<file path="src/rtl/ms_pkg.sv">
package ms_pkg;

  localparam int MODE_W  = 4;
  localparam int N_MODES = 8;

  typedef logic [MODE_W-1:0] mode_t;

  localparam mode_t MODE_DEFAULT = 4'd4;   // 1152x900 at 66 Hz

  localparam logic [1:0] ASP_4_3 = 2'b01;
  localparam logic [1:0] ASP_5_4 = 2'b10;

  typedef enum logic [2:0] {
    ST_SENSE,
    ST_WAIT_SYNC,
    ST_DELAY,
    ST_READ,
    ST_RESOLVE,
    ST_HOLD
  } seq_state_t;

  typedef struct packed {
    logic [11:0] hpix;
    logic [1:0]  aspect;
    logic [7:0]  hz;
    mode_t       code;
  } mode_entry_t;

  // Resolutions the frame buffer can drive, with their mode codes
  function automatic mode_entry_t supported_entry(input int idx);
    mode_entry_t e;
    case (idx)
      0:       e = '{hpix: 12'd640,  aspect: ASP_4_3, hz: 8'd60, code: 4'd0};
      1:       e = '{hpix: 12'd800,  aspect: ASP_4_3, hz: 8'd75, code: 4'd1};
      2:       e = '{hpix: 12'd1024, aspect: ASP_4_3, hz: 8'd60, code: 4'd2};
      3:       e = '{hpix: 12'd1024, aspect: ASP_4_3, hz: 8'd75, code: 4'd3};
      4:       e = '{hpix: 12'd1152, aspect: ASP_4_3, hz: 8'd66, code: 4'd4};
      5:       e = '{hpix: 12'd1152, aspect: ASP_4_3, hz: 8'd76, code: 4'd5};
      6:       e = '{hpix: 12'd1280, aspect: ASP_5_4, hz: 8'd60, code: 4'd6};
      default: e = '{hpix: 12'd1280, aspect: ASP_5_4, hz: 8'd75, code: 4'd7};
    endcase
    return e;
  endfunction

endpackage

</file>
<file path="src/rtl/ms_delay_timer.sv">
module ms_delay_timer #(
  parameter int CLK_HZ   = 100_000_000,
  parameter int DELAY_MS = 1500
) (
  input  logic clk,
  input  logic rst,
  input  logic run,
  output logic expired
);

  localparam int TICKS_PER_MS = (CLK_HZ / 1000 < 1) ? 1 : CLK_HZ / 1000;
  localparam int PRE_W        = $clog2(TICKS_PER_MS + 1);
  localparam int MS_W         = $clog2(DELAY_MS + 1);

  logic [PRE_W-1:0] pre_cnt;
  logic [MS_W-1:0]  ms_cnt;
  logic             pre_wrap;
  logic             ms_last;

  assign pre_wrap = (pre_cnt == PRE_W'(TICKS_PER_MS - 1));
  assign ms_last  = (ms_cnt == MS_W'(DELAY_MS - 1));
  assign expired  = run && pre_wrap && ms_last;

  // Prescaler to millisecond ticks, then millisecond count; both held at
  // zero whenever the delay is not running.
  always_ff @(posedge clk) begin
    if (rst || !run) begin
      pre_cnt <= '0;
      ms_cnt  <= '0;
    end else if (pre_wrap) begin
      pre_cnt <= '0;
      if (!ms_last) ms_cnt <= ms_cnt + 1'b1;
    end else begin
      pre_cnt <= pre_cnt + 1'b1;
    end
  end

endmodule

</file>
<file path="src/rtl/ms_mode_lookup.sv">
module ms_mode_lookup
  import ms_pkg::*;
(
  input  logic [7:0] hsize_byte,
  input  logic [7:0] detail_byte,
  output logic       hit,
  output mode_t      code
);

  logic [11:0] hpix;
  logic [1:0]  aspect;
  logic [7:0]  hz;

  assign hpix   = ({4'd0, hsize_byte} + 12'd31) << 3;
  assign aspect = detail_byte[7:6];
  assign hz     = {2'b00, detail_byte[5:0]} + 8'd60;

  // Scan downwards so the lowest table slot wins on any overlap
  always_comb begin
    mode_entry_t e;
    hit  = 1'b0;
    code = '0;
    for (int i = N_MODES - 1; i >= 0; i--) begin
      e = supported_entry(i);
      if (e.hpix == hpix && e.aspect == aspect && e.hz == hz) begin
        hit  = 1'b1;
        code = e.code;
      end
    end
  end

endmodule

</file>
<file path="src/rtl/ms_std_scan.sv">
module ms_std_scan
  import ms_pkg::*;
#(
  parameter int IMG_BYTES   = 128,
  parameter int STD_BASE    = 38,
  parameter int STD_ENTRIES = 8
) (
  input  logic       clk,
  input  logic       rst,
  input  logic       clear,
  input  logic       byte_valid,
  input  logic [7:0] byte_data,
  output logic       found,
  output mode_t      found_mode,
  output logic       window_done
);

  localparam int IDX_W    = $clog2(IMG_BYTES + 1);
  localparam int STD_LAST = STD_BASE + 2 * STD_ENTRIES - 1;

  logic [IDX_W-1:0] idx;
  logic [IDX_W-1:0] rel;
  logic [7:0]       hold_byte;
  logic             in_window;
  logic             second_half;
  logic             unused_pair;
  logic             lk_hit;
  mode_t            lk_code;

  assign rel         = idx - IDX_W'(STD_BASE);
  assign in_window   = (idx >= IDX_W'(STD_BASE)) && (idx <= IDX_W'(STD_LAST));
  assign second_half = rel[0];
  assign unused_pair = (hold_byte == 8'h01) && (byte_data == 8'h01);

  ms_mode_lookup u_lookup (
    .hsize_byte  (hold_byte),
    .detail_byte (byte_data),
    .hit         (lk_hit),
    .code        (lk_code)
  );

  always_ff @(posedge clk) begin
    if (rst || clear) begin
      idx         <= '0;
      hold_byte   <= '0;
      found       <= 1'b0;
      found_mode  <= '0;
      window_done <= 1'b0;
    end else if (byte_valid) begin
      if (idx != IDX_W'(IMG_BYTES)) idx <= idx + 1'b1;
      if (in_window) begin
        if (!second_half) begin
          hold_byte <= byte_data;
        end else begin
          if (!found && lk_hit && !unused_pair) begin
            found      <= 1'b1;
            found_mode <= lk_code;
          end
          if (idx == IDX_W'(STD_LAST)) window_done <= 1'b1;
        end
      end
    end
  end

endmodule

</file>
<file path="src/rtl/mode_select_seq.sv">
module mode_select_seq
  import ms_pkg::*;
#(
  parameter int CLK_HZ      = 100_000_000,
  parameter int DELAY_MS    = 1500,
  parameter int SENSE_W     = 3,
  parameter int IMG_BYTES   = 128,
  parameter int STD_BASE    = 38,
  parameter int STD_ENTRIES = 8
) (
  input  logic               clk,
  input  logic               rst,
  input  logic [SENSE_W-1:0] sense_code,
  input  logic               sync_en,
  output logic               rd_start,
  input  logic               rd_valid,
  input  logic [7:0]         rd_data,
  input  logic               rd_nodata,
  input  logic               ovr_valid,
  input  logic [3:0]         ovr_mode,
  output logic [3:0]         mode_out,
  output logic               done
);

  seq_state_t state;
  mode_t      sense_ext;
  mode_t      sense_mode;
  logic       nodata_seen;
  logic       delay_expired;
  logic       scan_found;
  mode_t      scan_mode;
  logic       scan_done;

  // Sense code width adapter
  generate
    if (SENSE_W >= MODE_W) begin : g_sense_trim
      assign sense_ext = sense_code[MODE_W-1:0];
    end else begin : g_sense_pad
      assign sense_ext = {{(MODE_W - SENSE_W){1'b0}}, sense_code};
    end
  endgenerate

  ms_delay_timer #(
    .CLK_HZ   (CLK_HZ),
    .DELAY_MS (DELAY_MS)
  ) u_timer (
    .clk     (clk),
    .rst     (rst),
    .run     (state == ST_DELAY),
    .expired (delay_expired)
  );

  ms_std_scan #(
    .IMG_BYTES   (IMG_BYTES),
    .STD_BASE    (STD_BASE),
    .STD_ENTRIES (STD_ENTRIES)
  ) u_scan (
    .clk         (clk),
    .rst         (rst),
    .clear       (state != ST_READ),
    .byte_valid  (rd_valid && state == ST_READ && !rd_nodata),
    .byte_data   (rd_data),
    .found       (scan_found),
    .found_mode  (scan_mode),
    .window_done (scan_done)
  );

  always_ff @(posedge clk) begin
    if (rst) begin
      state       <= ST_SENSE;
      sense_mode  <= MODE_DEFAULT;
      mode_out    <= MODE_DEFAULT;
      nodata_seen <= 1'b0;
      rd_start    <= 1'b0;
      done        <= 1'b0;
    end else begin
      rd_start <= 1'b0;
      done     <= 1'b0;
      unique case (state)
        ST_SENSE: begin
          sense_mode <= (sense_ext == '0) ? MODE_DEFAULT : sense_ext;
          mode_out   <= (sense_ext == '0) ? MODE_DEFAULT : sense_ext;
          state      <= ST_WAIT_SYNC;
        end
        ST_WAIT_SYNC: begin
          if (sync_en) state <= ST_DELAY;
        end
        ST_DELAY: begin
          if (delay_expired) begin
            rd_start <= 1'b1;
            state    <= ST_READ;
          end
        end
        ST_READ: begin
          if (rd_nodata) begin
            nodata_seen <= 1'b1;
            state       <= ST_RESOLVE;
          end else if (scan_done) begin
            state <= ST_RESOLVE;
          end
        end
        ST_RESOLVE: begin
          if (ovr_valid)                       mode_out <= ovr_mode;
          else if (scan_found && !nodata_seen) mode_out <= scan_mode;
          else                                 mode_out <= sense_mode;
          done  <= 1'b1;
          state <= ST_HOLD;
        end
        default: begin
          state <= ST_HOLD;
        end
      endcase
    end
  end

endmodule

</file>
<file path="config.mk">
export PLATFORM = sky130hd
export DESIGN_NAME = mode_select_seq
export DESIGN_NICKNAME = d
export VERILOG_FILES = /design/src/rtl/ms_pkg.sv /design/src/rtl/ms_delay_timer.sv /design/src/rtl/ms_mode_lookup.sv /design/src/rtl/ms_std_scan.sv /design/src/rtl/mode_select_seq.sv
export SDC_FILE = /design/constraint.sdc
export NUM_CORES = 1
export LEC_CHECK = 0
export BUFFER_PORTS_ARGS = -buffer_cell sky130_fd_sc_hd__buf_2
export CORE_MARGIN = 2
export CORE_UTILIZATION = 30
export DETAILED_ROUTE_END_ITERATION = 8
export HOLD_SLACK_MARGIN = 0.15
export RECOVER_POWER = 25
export SYNTH_ARGS = -nofsm -noshare
export SYNTH_HDL_FRONTEND = slang
export SYNTH_SLANG_ARGS = --single-unit
</file>
<file path="constraint.sdc">
create_clock -name clk -period 3.3 [get_ports clk]
set_clock_uncertainty 0.15 [all_clocks]
set_input_delay 0 -clock clk [delete_from_list [all_inputs] [get_ports clk]]
set_output_delay 0 -clock clk [all_outputs]
set_load 0.1 [all_outputs]
</file>
==> results of run 1 <==
Yosys cell counts (2+ instances only):
cell type,count
ha_1,6
nor2b_1,3
o21a_1,2
nand4_1,15
dfxtp_1,62
a311oi_1,2
nand3_1,13
nor3b_1,5
a211oi_1,3
nor4bb_1,3
xor2_1,22
a211o_1,2
o21ai_1,7
and3_1,7
nor2_1,68
clkbuf_1,9
nor4b_1,3
and4_1,4
inv_1,10
and2_1,3
or2_1,3
nor3_1,11
o21ai_0,3
nor4_1,3
a21oi_1,8
xnor2_1,13
nand2_1,25
o211ai_1,3
nand3b_1,2
mux2i_1,16
placed cells by master, fill, tap and decap left out, types with 3 or more instances in the layout:
cell type,synthesis,routed
a211oi_1,3,3
a21oi_1,8,8
and2_1,3,3
and3_1,7,7
and4_1,4,4
buf_2,1,20
clkbuf_1,9,8
clkbuf_8,0,10
dfxtp_1,62,62
dlygate4sd3_1,0,33
ha_1,6,6
inv_1,10,10
mux2i_1,16,16
nand2_1,25,25
nand3_1,13,13
nand4_1,15,15
nor2_1,68,68
nor2b_1,3,3
nor3_1,11,11
nor3b_1,5,6
nor4_1,3,3
nor4b_1,3,3
nor4bb_1,3,3
o211ai_1,3,3
o21ai_0,3,3
o21ai_1,7,7
or2_0,1,4
xnor2_1,13,13
xor2_1,22,22
area by class of cell:
cell class / instances / share of cell area, %
Timing Repair Buffer: 60 / 12.0
Multi-Input combinational cell: 272 / 45.0
Clock buffer: 11 / 3.71
Inverter: 11 / 1.08
Clock inverter: 4 / 1.25
Sequential cell: 62 / 32.6
Tap cell: 133 / 4.37
stage by stage:
| stage | utilization [%] | hold slack, ns |
|---|---|---|
| final | 38.8 | 0.310 |
| after floorplan | - | -0.0715 |
| after detailed placement | 33.6 | 0.132 |
| after CTS | 38.9 | 0.315 |
| after global routing | 38.8 | 0.331 |
| after global placement | 33.6 | 0.128 |
critical path, cell delays in order, from the launching register on:
cell	delay, ns
dfxtp_1	0.48
nand3b_1	0.31
nor3b_1	0.59
and4_1	0.28
nand2_1	0.28
mux2i_1	0.24
nor2_1	0.07
timing repair:
item,4_1_cts,5_1_grt
buffers inserted,0,0
endpoints found under the hold margin,30,0
hold buffers,33,0
setup endpoints to repair,0,0
cell families after synthesis:
kind of cell	synth area share [%]
compound gates	8.69
xor+xnor	10.6
fa+ha+maj	2.47
buf+inv	2.64
flops	40.9
mux	5.27
simple gates	29.4
state kept, by name (all words and copies together) (netlist names), 3 cells and up:
register	flops
u_timer.pre_cnt	17
u_timer.ms_cnt	11
u_scan.idx	8
state	3
u_scan.found_mode	3
u_scan.hold_byte	8
sense_mode	3
mode_out	4
worst max-delay path by stage:
stage,slack [ns],cells after the start,end
6_report,0.72,6,u_scan.hold_byte[2]
5_1_grt,0.52,6,u_timer.pre_cnt[14]
4_1_cts,0.79,6,u_scan.hold_byte[0]
3_5_place_dp,0.82,6,u_scan.hold_byte[7]
3_3_place_gp,0.96,6,u_scan.hold_byte[3]
2_1_floorplan,1.19,6,u_scan.found_mode[0]
metal layers:
layer / vias up / wire length, um
met5: - / 0
met1: 1257 / 3340
li1: 1361 / -
met3: 8 / 249
met2: 48 / 3210
met4: 0 / 130
report_power, final:
group          internal [mW]  switching, mW
Sequential             0.762         0.0124
Combinational         0.0610         0.0961
Clock                  0.363          0.291
Total                   1.19          0.400
==> flow_metrics.py, run 1 <==
metrics = {
    "outcome": {
        "run_status": "completed",
    },
    "clock_tree": {
        "cts_root_buf": "clkbuf_8",
        "path_clk_slew_ns": 0.07,
        "cts.sink_count": 62,
        "cts_tree": "yes",
        "post_cts_resized": 0,
        "clockBufferDepth": 2,
        "cts_made_buffers": 9,
        "clock_latency_ns": 0.34,
        "htree_levels": 3,
    },
    "floorplanning": {
        "die_w_um": 105,
        "coreArea_sq_um": 9820,
        "rows": 36,
        "design.die.area_sq_um": 10900,
        "initial_utilization_pct": 30.9,
        "ios": 27,
        "fp.dieH_um": 105,
    },
    "critical_path": {
        "critPathMaxFanout": 15,
        "timing.rr.start": "state[2]",
        "startpoint": "state[2]",
        "endpoint_kind": "register",
        "critPathLaunchType": "register",
        "arrival_ns": 2.60,
        "r2r_cells": 6,
        "r2r_slack_ns": 0.72,
        "cp.required_ns": 3.33,
        "path_class": "register to register",
        "r2r_end": "u_scan.hold_byte[2]",
    },
    "worst_hold_path": {
        "hp-class": "register to register",
        "holdPathEnd": "u_timer.pre_cnt[0]",
        "holdPathStages": 1,
        "min_from": "u_timer.pre_cnt[0]",
    },
    "yosys": {
        "synth_nets": 382,
        "ys.flop_type": "dfxtp_1",
        "ys_seq_area_share_pct": 40.9,
        "netlist_area_sq_um": 3040,
        "synth_top_area_cell": "dfxtp_1",
        "synth_edf_count": 0,
        "yosys_warnings": 0,
        "ys_types": 49,
        "ys_ff_latch": 62,
        "yosysTopAreaCellShare_pct": 40.9,
        "synthArstFlopShare_pct": 0,
        "avgSynthCellArea_sq_um": 8.56,
        "synthTopCellsByArea": "dfxtp_1, nor2_1, xor2_1, mux2i_1, xnor2_1",
        "synthCells": 355,
    },
    "timing": {
        "fmaxAchievable_mhz": 388,
        "worst_pin_slew_ns": 1.18,
        "relSlewSlack_pct": 21.8,
        "layout_setup_ws_ns": 0.723,
        "finalHoldViolCount": 0,
        "rsz0062_at_grt": "false",
        "tns_ns": 0,
        "setup_viol": 0,
        "fin_crit_sh_pct": 78.1,
        "final.min_clock_period_ns": 2.58,
        "slew_violations": 0,
    },
    "final_layout": {
        "layout-drive-gt1-share_pct": 9.29,
        "fillers": 1018,
        "antennaDiodeCount": 0,
        "multiInputGateArea_sq_um": 1710,
        "seq_area_sq_um": 1240,
        "area_growth_syn_to_layout_pct": 25.3,
        "final_area_sq_um": 3810,
        "fin_cells": 553,
        "nNetsFinal": 443,
    },
    "grt": {
        "grtUsageTotal_pct": 13.5,
        "grt_pass1_wl_um": 12000,
        "grtUsageMet1_pct": 16.7,
        "grt_pass1_vias": 2617,
        "grtUsageMet3_pct": 4.12,
        "grt_max_degree": 20,
        "grt-busiest-layer": "met2",
        "use_met2_pct": 22.0,
        "overflow": 0,
        "antenna_found_initial": 0,
    },
    "drt": {
        "drtIter0Drc": 154,
        "drc": 0,
        "viasPerCell": 4.84,
        "wl_per_cell_um": 12.5,
        "drtPass1Iterations": 4,
        "vias": 2674,
        "postRouteAntennaNets": 0,
        "drt_wl_total_um": 6930,
    },
    "pwr": {
        "power-per-cell-area_nw_per_um2": 416,
        "leakage_nw": 1.39,
        "max-vdd-ir-drop_v": 0.000211,
        "power_mw": 1.58,
    },
    "job": {
        "drv_cap": 0,
    },
    "place": {
        "dp_cells": 505,
        "io_buffers": 26,
        "dp_worst_setup_slack_ns": 0.817,
        "gp_congestion": 0.832,
        "placed_area_sq_um": 3300,
        "hpwl_um": 4530,
    },
}
Power figures use the tool's default switching activity.
==> run 2, diff against run 1 <==
Clock period 3.3 ns to 2.2 ns, I/O delays scaled along.
==> run 2 against run 1 <==
- the flow now finishes with violations (setup timing)
- combinational power increased by 55%
- routed wire length decreased by 3.7%
- core utilization increased by 1.0 points
- clock power increased by 52%
- critical endpoint is now u_scan.found_mode[0]
- sequential power grew 49%
- fmax rose by 14%
- global-route usage decreased by 0.88 points
- count of clock-buffer cells in the layout fell by 2
- worst hold slack is essentially flat
- sequential share of layout area shrank 0.80 points
- register-to-register slack got worse by 0.78 ns
- non-clock buffer count rose by 8
==> flow_metrics.py, run 2 (synthesis results as in run 1) <==
metrics = {
    "outcome": {
        "run_status": "complete, but fails checks",
        "violations": "setup timing",
    },
    "timing": {
        "rsz0062_at_grt": "true",
        "setup_viol": 2,
        "fmaxAchievable_mhz": 443,
        "slew_violations": 0,
        "layout_setup_ws_ns": -0.0567,
        "worst_pin_slew_ns": 1.18,
        "relSlewSlack_pct": 21.4,
        "fin_crit_sh_pct": 103,
        "finalHoldViolCount": 0,
        "final.min_clock_period_ns": 2.26,
    },
    "final_layout": {
        "nNetsFinal": 451,
        "layout-drive-gt1-share_pct": 13.3,
        "layout_commonest_cell": "nor2_1",
        "fillers": 1019,
        "final_cell_mix": "nor2_1, dfxtp_1, dlygate4sd3_1, nand2_1, xor2_1",
        "largest_reg_flops": 17,
        "antennaDiodeCount": 0,
        "final_area_sq_um": 3910,
        "area_growth_syn_to_layout_pct": 28.6,
        "fin_cells": 562,
        "top_regs": "u_timer.pre_cnt: 17 flops, u_timer.ms_cnt: 11 flops",
        "regMostFlops": "u_timer.pre_cnt",
    },
    "critical_path": {
        "max_stage_delay_ns": 0.57,
        "critical_path.cell_chain": "or4_4, xnor2_4, nor3_2, a211o_1, o21a_1, o211a_1",
        "cpMaxStageDelayCell": "or4_4",
        "critPathLaunchType": "register",
        "arrival_ns": 2.33,
        "endpoint_kind": "register",
        "path_class": "register to register",
        "critPathMaxFanout": 5,
        "cp.required_ns": 2.28,
    },
    "drt": {
        "postRouteAntennaNets": 0,
        "drt_wl_total_um": 6680,
        "vias": 2673,
        "drc": 0,
        "wl_per_cell_um": 11.9,
        "viasPerCell": 4.76,
        "drtPass1Iterations": 4,
        "drtIter0Drc": 162,
    },
    "clock_tree": {
        "clock_latency_ns": 0.34,
        "htree_levels": 3,
        "cts_tree": "yes",
        "cts.sink_count": 62,
        "cts_made_buffers": 9,
        "clockBufferDepth": 2,
        "cts_root_buf": "clkbuf_8",
        "path_clk_slew_ns": 0.07,
    },
    "grt": {
        "grt_pass1_vias": 2552,
        "grt_pass1_wl_um": 11500,
        "grtUsageTotal_pct": 12.7,
        "grt_max_degree": 18,
        "overflow": 0,
        "antenna_found_initial": 0,
    },
    "floorplanning": {
        "design.die.area_sq_um": 10900,
        "rows": 36,
        "initial_utilization_pct": 30.9,
        "coreArea_sq_um": 9820,
        "ios": 27,
        "die_w_um": 105,
        "fp.dieH_um": 105,
    },
    "place": {
        "hpwl_um": 4450,
        "io_buffers": 26,
        "dp_cells": 516,
        "gp_congestion": 0.821,
        "placed_area_sq_um": 3400,
    },
    "pwr": {
        "leakage_nw": 1.44,
        "power-per-cell-area_nw_per_um2": 612,
        "max-vdd-ir-drop_v": 0.000256,
    },
    "job": {
        "drv_cap": 0,
    },
    "worst_hold_path": {
        "hp-class": "register to register",
    },
}
## run 2: cell count changes in the layout (fill, tap and decap cells not counted), sizes merged
cell         change
buf              +9
dlygate4sd3      -4
inv              +2
clkbuf           +1
clkinvlp         +1
## run 2: worst max-delay path, delay by kind of cell (launching register included)
kind / cells / cell delay, ns
DFF: 1 / 0.34
and+or+nand+nor: 2 / 0.64
AOI/OAI and AO/OA: 3 / 0.77
xor gates and xnor gates: 1 / 0.26
## run 2: final cells by class
class	count	area [sq um]	share of cell area [%]
Clock buffer	9	124	3.17
Clock inverter	7	72.6	1.86
Inverter	11	41.3	1.06
Multi-Input combinational cell	272	1750	44.8
Sequential cell	62	1240	31.8
Tap cell	133	166	4.26
Timing Repair Buffer	68	509	13.0
## run 2: layer usage
metal	wire length, um	vias to the layer above	part of all wire (%)	track usage (%)
li1	-	1381	-	-
met4	73	0	1.1	5.43
met2	3010	49	45	20.3
met1	3360	1236	50	16.7
met5	0	-	0	0
met3	232	7	3.5	2.31
## run 2: stage by stage
step           setup TNS, ns  power [mW]  hold slack (ns)  setup slack, ns  util [%]
3_5_place_dp         -0.0188        1.38            0.123          -0.0119      34.6
5_1_grt               -0.245        2.50            0.327          -0.0998      39.8
4_1_cts             -0.00895        2.42            0.310         -0.00895      39.8
6_report             -0.0667        2.39            0.309          -0.0567      39.8
2_1_floorplan              0        1.32          -0.0715           0.0947         -
3_3_place_gp               0        1.38            0.117           0.0307      34.6
## run 2: what timing repair did
item | CTS | global route
pin swaps | 0 | 7
setup buffers | 0 | 1
hold buffers | 30 | 0
setup endpoints to repair | 2 | 5
resized for setup | 1 | 5
hold endpoints to repair | 30 | 0
## run 2: worst paths after layout
path                       startpoint                   end  slack (ns)  depth (start not counted)
setup reg to reg  u_scan.hold_byte[1]  u_scan.found_mode[0]       -0.06                          6
setup / recovery  u_scan.hold_byte[1]  u_scan.found_mode[0]       -0.06                          6
hold reg to reg    u_timer.pre_cnt[0]    u_timer.pre_cnt[0]        0.31                          1
hold / removal     u_timer.pre_cnt[0]    u_timer.pre_cnt[0]        0.31                          1
## run 2: power by group
part | internal, mW | leakage [nW] | switching (mW)
Sequential | 1.14 | 0.502 | 0.0101
Clock | 0.526 | 0.0960 | 0.467
Combinational | 0.0926 | 0.843 | 0.152
==> run 3, diff against run 2 <==
Settings changed: PLACE_DENSITY_LB_ADDON set to 0.25.
==> run 3 against run 2 <==
- the flow now finishes without violations
- via count decreased by 0.56%
- core utilization down 0.051 points
- fmax up 4.0%
- combinational power is essentially flat
- global-route usage increased by 0.20 points
- critical path type unchanged
- routed wire length grew 0.58%
- power shrank 4.6%
- worst hold slack got worse by 0.15 ns
==> flow_metrics.py, run 3 (synthesis results as in run 1) <==
metrics = {
    "drt": {
        "drtPass1Iterations": 4,
        "vias": 2658,
        "drc": 0,
        "postRouteAntennaNets": 0,
        "drtIter0Drc": 120,
        "drt_wl_total_um": 6720,
        "wl_per_cell_um": 11.9,
        "viasPerCell": 4.70,
    },
    "grt": {
        "grt_pass1_wl_um": 11500,
        "overflow": 0,
        "antenna_found_initial": 0,
        "grtUsageTotal_pct": 12.9,
        "grt_pass1_vias": 2509,
        "grt_max_degree": 17,
    },
    "floorplanning": {
        "coreArea_sq_um": 9820,
        "fp.dieH_um": 105,
        "initial_utilization_pct": 30.9,
        "design.die.area_sq_um": 10900,
        "die_w_um": 105,
        "ios": 27,
        "rows": 36,
    },
    "final_layout": {
        "final_area_sq_um": 3900,
        "area_growth_syn_to_layout_pct": 28.4,
        "layout-drive-gt1-share_pct": 13.7,
        "fillers": 1010,
        "final_core_util_pct": 39.7,
        "regMostFlops": "u_timer.pre_cnt",
        "top_regs": "u_timer.pre_cnt: 17 flops, u_timer.ms_cnt: 11 flops",
        "final_cell_mix": "nor2_1, dfxtp_1, dlygate4sd3_1, nand2_1, xor2_1",
        "nNetsFinal": 454,
        "largest_reg_flops": 17,
        "antennaDiodeCount": 0,
        "layout_commonest_cell": "nor2_1",
    },
    "pwr": {
        "power-per-cell-area_nw_per_um2": 584,
        "leakage_nw": 1.44,
        "max-vdd-ir-drop_v": 0.000212,
    },
    "place": {
        "dp_worst_setup_slack_ns": -0.00372,
        "placed_area_sq_um": 3430,
        "io_buffers": 26,
        "gp_congestion": 0.826,
        "hpwl_um": 4520,
    },
    "timing": {
        "tns_ns": 0,
        "layout_setup_ws_ns": 0.0309,
        "rsz0062_at_grt": "true",
        "final.min_clock_period_ns": 2.17,
        "worst_pin_slew_ns": 1.18,
        "fin_crit_sh_pct": 98.6,
        "slew_violations": 0,
        "finalHoldViolCount": 0,
        "relSlewSlack_pct": 21.9,
        "fmaxAchievable_mhz": 461,
        "hold_ws_ns": 0.163,
        "setup_viol": 0,
    },
    "critical_path": {
        "critPathMaxFanout": 5,
        "arrival_ns": 2.25,
        "worstPathBufferInverterCount": 0,
        "cp.required_ns": 2.29,
        "max_stage_delay_ns": 0.59,
        "path_delay_family": "compound AO/OA/AOI/OAI gates",
        "endpoint_kind": "register",
        "path_class": "register to register",
        "cpMaxStageDelayCell": "or4_4",
        "critPathLaunchType": "register",
        "critical_path.cell_chain": "or4_4, xnor2_4, nor4_2, a211o_1, o21a_1, o211a_1",
    },
    "clock_tree": {
        "cts_made_buffers": 9,
        "postCtsSetupBuffers": 0,
        "clock_latency_ns": 0.34,
        "htree_levels": 3,
        "cts_tree": "yes",
        "cts.sink_count": 62,
        "clockBufferDepth": 2,
        "cts_root_buf": "clkbuf_8",
        "path_clk_slew_ns": 0.07,
    },
    "worst_hold_path": {
        "hp-class": "input pin to register",
    },
    "job": {
        "drv_cap": 0,
    },
    "outcome": {
        "run_status": "completed",
    },
}
run 3: metal layers:
layer  track usage [%]  up-vias  share of wire [%]
li1                  -     1388                  -
met1              16.5     1220                 49
met2              20.8       39                 46
met3              2.56       11                3.0
met4              6.00        0                1.8
met5                 0        -                  0
run 3: report_power, final:
part	leakage, nW	switching, mW	total (mW)	internal (mW)
combinational	0.857	0.152	0.246	0.0933
sequential	0.502	0.00949	1.15	1.14
clock	0.0816	0.474	0.883	0.409
total	1.44	0.636	2.28	1.64
run 3: path summary, 6_finish.rpt:
check / from / endpoint / slack [ns] / cells after the start
hold / removal: ovr_valid / mode_out[2] / 0.16 / 4
setup / recovery: u_scan.hold_byte[0] / u_scan.found_mode[0] / 0.03 / 6
setup reg to reg: u_scan.hold_byte[0] / u_scan.found_mode[0] / 0.03 / 6
hold reg to reg: u_timer.pre_cnt[0] / u_timer.pre_cnt[0] / 0.31 / 1
run 3: cell type report:
| type | instances | area (sq um) | area share [%] |
|---|---|---|---|
| repair buffers | 71 | 532 | 13.6 |
| inverters | 11 | 41.3 | 1.06 |
| flip-flops and latches | 62 | 1240 | 31.8 |
| multi-input cells | 272 | 1750 | 44.7 |
| clock inverters | 7 | 50.0 | 1.28 |
| well taps | 133 | 166 | 4.27 |
| clock buffers | 9 | 124 | 3.18 |
run 3: per-stage QoR:
step                power [mW]  std cells
global route              2.39        565
detailed placement        1.38        520
CTS                       2.32        566
global placement          1.38        520
finish                    2.28        565
floorplan                 1.32        355
run 3: timing repair:
action,CTS,global route
hold buffers,30,0
pin swaps,0,2
endpoints found under the hold margin,29,0
endpoints found under the setup margin,1,5
resized for setup,1,4
run 3: worst register-to-register path, stage by stage, from the launching register on:
cell	delay, ns
dfxtp_2	0.33
or4_4	0.59
xnor2_4	0.22
nor4_2	0.06
a211o_1	0.31
o21a_1	0.21
o211a_1	0.21
